$ cat config.mk
export PLATFORM = sky130hd
export DESIGN_NAME = lpm_ctrl
export DESIGN_NICKNAME = d
export VERILOG_FILES = /design/src/rtl/lpm_pkg.sv /design/src/rtl/lpm_cfg_reg.sv /design/src/rtl/lpm_next.sv /design/src/rtl/lpm_clk_gate.sv /design/src/rtl/lpm_ctrl.sv
export SDC_FILE = /design/constraint.sdc
export NUM_CORES = 1
export LEC_CHECK = 0
export BUFFER_PORTS_ARGS = -buffer_cell sky130_fd_sc_hd__buf_2
export CAP_MARGIN = 10
export CORE_MARGIN = 2
export CORE_UTILIZATION = 48
export DETAILED_ROUTE_END_ITERATION = 8
export PLACE_DENSITY_LB_ADDON = 0.1
export SLEW_MARGIN = 20
export SYNTH_ARGS = -nofsm -noshare
export SYNTH_HDL_FRONTEND = slang
export SYNTH_SLANG_ARGS = --single-unit
$ cat constraint.sdc
create_clock -name clk -period 1.5 [get_ports clk]
set_clock_uncertainty 0.2 [all_clocks]
set_input_delay 0.3 -clock clk [delete_from_list [all_inputs] [get_ports clk]]
set_output_delay 0.3 -clock clk [all_outputs]
set_load 0.01 [all_outputs]
$ cat src/rtl/lpm_pkg.sv
package lpm_pkg;
  localparam int MODE_W = 3;
  localparam int CFG_W  = 6;

  typedef enum logic [MODE_W-1:0] {
    M_HIGH   = 3'd0,
    M_MED    = 3'd1,
    M_SLEEP  = 3'd2,
    M_SSTBY  = 3'd3,
    M_WATCH  = 3'd4,
    M_SUBACT = 3'd5,
    M_SUBSLP = 3'd6
  } mode_e;

  typedef struct packed {
    logic med_sel;
    logic sub_off;
    logic watch_sel;
    logic stby_sel;
    logic low_spd;
    logic direct;
  } cfg_t;
endpackage

$ cat src/rtl/lpm_cfg_reg.sv
module lpm_cfg_reg
  import lpm_pkg::*;
#(
  parameter bit HAS_SUB = 1'b1
) (
  input  logic             clk,
  input  logic             rst_n,
  input  logic             we,
  input  logic [CFG_W-1:0] wdata,
  output cfg_t             cfg,
  output logic [CFG_W-1:0] rdata
);
  localparam logic [CFG_W-1:0] WMASK = HAS_SUB ? 6'b111111 : 6'b101100;

  logic [CFG_W-1:0] cfg_q;
  logic [CFG_W-1:0] cfg_d;

  always_comb begin
    cfg_d = wdata & WMASK;
  end

  always_ff @(posedge clk or negedge rst_n) begin
    if (!rst_n) begin
      cfg_q <= '0;
    end else if (we) begin
      cfg_q <= cfg_d;
    end
  end

  assign cfg   = cfg_t'(cfg_q);
  assign rdata = cfg_q;
endmodule

$ cat src/rtl/lpm_next.sv
module lpm_next
  import lpm_pkg::*;
#(
  parameter bit HAS_SUB = 1'b1
) (
  input  mode_e cur,
  input  mode_e ret,
  input  cfg_t  cfg,
  input  logic  sleep_req,
  input  logic  wake,
  output mode_e nxt,
  output logic  ret_ld,
  output logic  illegal
);
  mode_e tgt;
  logic  sub_ok;

  always_comb begin
    nxt     = cur;
    ret_ld  = 1'b0;
    illegal = 1'b0;
    tgt     = M_SLEEP;
    sub_ok  = HAS_SUB && !cfg.sub_off;
    case (cur)
      M_HIGH, M_MED: begin
        if (sleep_req) begin
          if (cfg.watch_sel)                    tgt = M_WATCH;
          else if (cfg.stby_sel)                tgt = M_SSTBY;
          else if (cfg.direct && cfg.low_spd)   tgt = M_SUBACT;
          else                                  tgt = M_SLEEP;
          if ((tgt == M_WATCH || tgt == M_SUBACT) && (cur == M_MED || !sub_ok)) begin
            illegal = 1'b1;
          end else begin
            nxt    = tgt;
            ret_ld = (tgt == M_SLEEP) || (tgt == M_SSTBY);
          end
        end else begin
          nxt = cfg.med_sel ? M_MED : M_HIGH;
        end
      end
      M_SUBACT: begin
        if (sleep_req) begin
          if (cfg.watch_sel)                    tgt = M_WATCH;
          else if (cfg.direct && !cfg.low_spd)  tgt = M_HIGH;
          else                                  tgt = M_SUBSLP;
          if (tgt == M_WATCH && !sub_ok) illegal = 1'b1;
          else                           nxt = tgt;
        end
      end
      M_SLEEP, M_SSTBY: if (wake) nxt = ret;
      M_WATCH:          if (wake) nxt = cfg.low_spd ? M_SUBACT : M_HIGH;
      M_SUBSLP:         if (wake) nxt = M_SUBACT;
      default:          nxt = M_HIGH;
    endcase
  end
endmodule

$ cat src/rtl/lpm_clk_gate.sv
module lpm_clk_gate
  import lpm_pkg::*;
#(
  parameter bit HAS_SUB = 1'b1
) (
  input  mode_e mode,
  input  logic  sub_off,
  output logic  main_en,
  output logic  sub_en,
  output logic  cpu_en
);
  logic on_sub;

  always_comb begin
    on_sub  = (mode == M_WATCH) || (mode == M_SUBACT) || (mode == M_SUBSLP);
    main_en = !(on_sub || mode == M_SSTBY);
    cpu_en  = (mode == M_HIGH) || (mode == M_MED) || (mode == M_SUBACT);
    sub_en  = HAS_SUB && (!sub_off || on_sub);
  end
endmodule

$ cat src/rtl/lpm_ctrl.sv
module lpm_ctrl
  import lpm_pkg::*;
#(
  parameter bit HAS_SUB = 1'b1
) (
  input  logic              clk,
  input  logic              rst_n,
  input  logic              sleep_req,
  input  logic              wake,
  input  logic              cfg_we,
  input  logic [CFG_W-1:0]  cfg_wdata,
  output logic [CFG_W-1:0]  cfg_rdata,
  output logic [MODE_W-1:0] mode,
  output logic              main_clk_en,
  output logic              sub_clk_en,
  output logic              cpu_clk_en,
  output logic              req_err
);
  logic [1:0] rst_pipe;
  logic       rst_sync_n;
  cfg_t       cfg;
  mode_e      mode_q;
  mode_e      ret_q;
  mode_e      mode_d;
  logic       mode_ld;
  logic       ret_ld;
  logic       illegal;
  logic       err_q;

  always_ff @(posedge clk or negedge rst_n) begin
    if (!rst_n) rst_pipe <= 2'b00;
    else        rst_pipe <= {rst_pipe[0], 1'b1};
  end
  assign rst_sync_n = rst_pipe[1];

  lpm_cfg_reg #(.HAS_SUB(HAS_SUB)) u_cfg (
    .clk(clk), .rst_n(rst_sync_n), .we(cfg_we), .wdata(cfg_wdata),
    .cfg(cfg), .rdata(cfg_rdata)
  );

  lpm_next #(.HAS_SUB(HAS_SUB)) u_next (
    .cur(mode_q), .ret(ret_q), .cfg(cfg), .sleep_req(sleep_req), .wake(wake),
    .nxt(mode_d), .ret_ld(ret_ld), .illegal(illegal)
  );

  assign mode_ld = (mode_d != mode_q);

  always_ff @(posedge clk or negedge rst_sync_n) begin
    if (!rst_sync_n) begin
      mode_q <= M_HIGH;
    end else if (mode_ld) begin
      mode_q <= mode_d;
    end
  end

  always_ff @(posedge clk or negedge rst_sync_n) begin
    if (!rst_sync_n) begin
      ret_q <= M_HIGH;
    end else if (ret_ld) begin
      ret_q <= mode_q;
    end
  end

  always_ff @(posedge clk or negedge rst_sync_n) begin
    if (!rst_sync_n) begin
      err_q <= 1'b0;
    end else if (illegal) begin
      err_q <= 1'b1;
    end
  end

  lpm_clk_gate #(.HAS_SUB(HAS_SUB)) u_gate (
    .mode(mode_q), .sub_off(cfg.sub_off),
    .main_en(main_clk_en), .sub_en(sub_clk_en), .cpu_en(cpu_clk_en)
  );

  assign mode    = mode_q;
  assign req_err = err_q;
endmodule

==> results.txt <==
The worst slew margin relative to its limit came out at 64.7%. The area of the die came out at 0.00195 mm². The total of endpoints with negative setup slack in the final report came out at 11. The data arrival time of the critical path is 1.15 ns. Across the run, the number of max-cap violations was 0. The area share of the leading cell type in the synthesized netlist is 48.6%.

The initial utilization of the core area, before any placement, comes to 51.2%. Derived from the worst setup path, the maximum achievable clock frequency is 0.605 GHz. After detailed routing, the average wire length per cell comes to 15.3 µm. In this run the worst hold path is classified as reg2async. The minimum setup slack in the final design is -0.152 ns. Walking the worst path, the cells encountered are and2b_2 -> nor2_2 -> buf_2. The critical path crosses 3 cells after its start point. The total number of placement rows came out at 14.

The global router's overall resource usage came out at 20.4%. Grouping stages by cell kind, the critical path spends the most delay in flip-flops. In the routed design, unresolved DRC markers number 0. The detailed router's first-iteration violation count came out at 17. The number of warnings issued by yosys is 0. The die width came out at 44.1 µm. For this run, the slowest stage of the critical path takes 0.44 ns. The max-slew violation count is 0.

The ratio of final minimum period to clock period is 110%. The total I/O pin count is 24. The number of cells traversed by the worst register-to-register path is 4. At the end of the flow, the number of nets in the layout was 122.

Of all flip-flops after synthesis, the portion carrying an async set or reset was 100%. After synthesis, the most frequently instantiated cells are 15 x sky130_fd_sc_hd__dfrtp_1, 9 x sky130_fd_sc_hd__nand2_1, 5 x sky130_fd_sc_hd__mux2_2. The aggregate global routing overflow is 0. The biggest area contributor in the post-synthesis netlist is sky130_fd_sc_hd__dfrtp_1. The checks that failed: negative setup slack. The post-synthesis instance area came out at 772 µm². The number of buffers inserted during clock tree synthesis came out at 3. The via-per-instance ratio came out at 5.54. The buffers plus inverters on the worst setup path came out at 1. Of the cells placed in the final design, the portion with a size suffix greater than 1 is 60.0%. In the synthesized netlist the dominant register cell turns out to be sky130_fd_sc_hd__dfrtp_1.

The worst setup slack before clock tree synthesis is -0.000447 ns. The detail route stage leaves a number of antenna-violating nets equal to 0. The worst setup path is launched from a register. The worst-case IR drop observed on VDD is 1010 µV. The number of optimization iterations in the first detailed-route pass is 4. The category of the most critical setup path is reg2out. The number of global-route vias before repair is 656. The maximum number of pins on one net before global-route repair is 14.

On the critical path, the stage with the largest delay is an instance of sky130_fd_sc_hd__dfrtp_2. In the synthesized netlist, the number of instances is 72. TritonCTS built the clock tree. Clock-pin slew was measured on the worst setup and hold paths at 0.09 ns. The flow ran to the end, but the final reports show violations. The register bit count reported by yosys came out at 15. The most frequent cell after synthesis is sky130_fd_sc_hd__dfrtp_1. Sorting the synthesized cells by area gives the leading types as sky130_fd_sc_hd__dfrtp_1 49%, sky130_fd_sc_hd__mux2_2 7.3%, sky130_fd_sc_hd__nand2_1 4.4%, sky130_fd_sc_hd__nor2b_1 3.2%, sky130_fd_sc_hd__a21oi_1 2.6%. In this run, synthesis inferred 0 flip-flops with an integrated enable. After synthesis, the netlist uses 33 different library cells. The count of buffers added on input and output ports is 23. The total routed wirelength is 1930 µm. The TritonCTS sink count came out at 15.

The areal power density over the cells came out at 1570 mW/mm². The final instance count without filler cells is 126. The placed cell count is 114. Setup repair after global routing could not meet its margin everywhere.

The type of element capturing the critical path is an output pin. Measured along the y axis, the die boundary spans 44.1 µm. The post-detailed-placement half-perimeter wirelength is 1270 µm.

Clock latency on the worst-skew pair, taken at its later pin, is 0.29 ns. The routed via count is 698. At the pin with the least slew margin, the transition time is 0.529 ns.

The analysis attributes to cell leakage a power of 0.000538 µW. The total negative slack for setup checks came out at -0.738 ns. Routability-driven placement finished with a final weighted congestion of 0.844. The number of antenna diodes is 0. The global-route wire length before repair is 2840 µm. The average instance area after synthesis is 10.7 µm². The root buffer cell chosen for the clock tree is sky130_fd_sc_hd__clkbuf_4.

The initial antenna violation count is 0. Counting along the longest clock path gives a buffer depth of 2. In this run the number of H-tree levels came out at 1. The final hold violation count is 0. Relative to the synthesized area, the layout overhead comes to 48.3%. After synthesis, flip-flops and latches occupy 48.6% of the total area.

The number of nets produced by synthesis came out at 83. The largest driver fanout on the critical path came out at 4. The core area is 0.00151 mm². The data required time at the worst endpoint is 1.00 ns. The shortest period the worst path allows is 1.65 ns.
==> layout by cell type, fill, tap and decap left out, types with 2 or more instances in the layout <==
cell type,instances
sky130_fd_sc_hd__buf_2,21
sky130_fd_sc_hd__a21oi_1,4
sky130_fd_sc_hd__o21ai_1,2
sky130_fd_sc_hd__nor2_1,2
sky130_fd_sc_hd__nand2_2,2
sky130_fd_sc_hd__inv_1,2
sky130_fd_sc_hd__nor2b_1,4
sky130_fd_sc_hd__buf_6,7
sky130_fd_sc_hd__mux2_2,5
sky130_fd_sc_hd__dfrtp_2,4
sky130_fd_sc_hd__buf_4,8
sky130_fd_sc_hd__nand2_1,6
sky130_fd_sc_hd__dfrtp_1,11
sky130_fd_sc_hd__clkbuf_4,3
==> final timing paths <==
check	endpoint	slack, ns	start
worst min-delay path	u_cfg.cfg[5]	0.02	rst_pipe[1]
worst min register to register	u_cfg.cfg[5]	0.02	rst_pipe[1]
worst max-delay path	cpu_clk_en	-0.15	mode[2]
worst max register to register	ret_q[0]	-0.14	mode[2]
min in group clk	u_cfg.cfg[2]	0.02	cfg_wdata[2]
max in group asynchronous	mode[2]	0.69	rst_pipe[1]
==> registers in the layout, indices dropped and copies added, names as in the netlist <==
register   cells
mode           3
req_err        1
ret_q          3
rst_pipe       2
u_cfg.cfg      6
==> cell families after synthesis <==
family	count (synthesis)	synth area share, %
mux	6	8.75
flops	15	48.6
xor+xnor	1	1.13
compound gates	18	17.0
other cells	1	0.486
simple gates	24	19.1
buf+inv	7	4.86
==> what timing repair did <==
item                       in CTS  in global routing
resized for setup               8                 23
setup endpoints to repair       7                 10
pin swaps                       1                  6
setup buffers                   5                  4
hold buffers                    1                  0
hold endpoints to repair        2                  0
==> metal layers <==
metal | global-route usage [%] | up-vias | part of all wire, % | wire length [µm]
met5 | 0 | - | 0 | 0
met4 | 14.5 | 0 | 3.8 | 74
met3 | 2.45 | 7 | 5.1 | 99
met2 | 30.9 | 30 | 47 | 916
met1 | 27.0 | 327 | 43 | 839
li1 | - | 334 | - | -
==> layout make-up <==
type | instances | area [µm²]
Inverter | 3 | 11.3
Sequential cell | 15 | 380
Clock inverter | 1 | 5.00
Tap cell | 16 | 20.0
Timing Repair Buffer | 38 | 269
Clock buffer | 3 | 22.5
Fill cell | 111 | 362
Multi-Input combinational cell | 50 | 437
==> report_power, final <==
part | switching (µW) | internal (µW) | leakage (µW) | total [µW]
combinational | 442 | 533 | 0.000339 | 975
clock | 138 | 99.4 | 0.0000177 | 237
sequential | 99.3 | 487 | 0.000181 | 586
total | 679 | 1120 | 0.000538 | 1800
==> stage by stage <==
stage	hold slack, ns	area, µm²	power, µW	utilization (%)
after global placement	-0.115	937	1210	62.2
final	0.0212	1140	1800	76.0
after floorplan	-0.196	777	982	-
after detailed placement	-0.115	937	1220	62.2
after CTS	0.0195	1030	1560	68.2
after global routing	0.0413	1140	1900	76.0
Power figures use the tool's default switching activity.
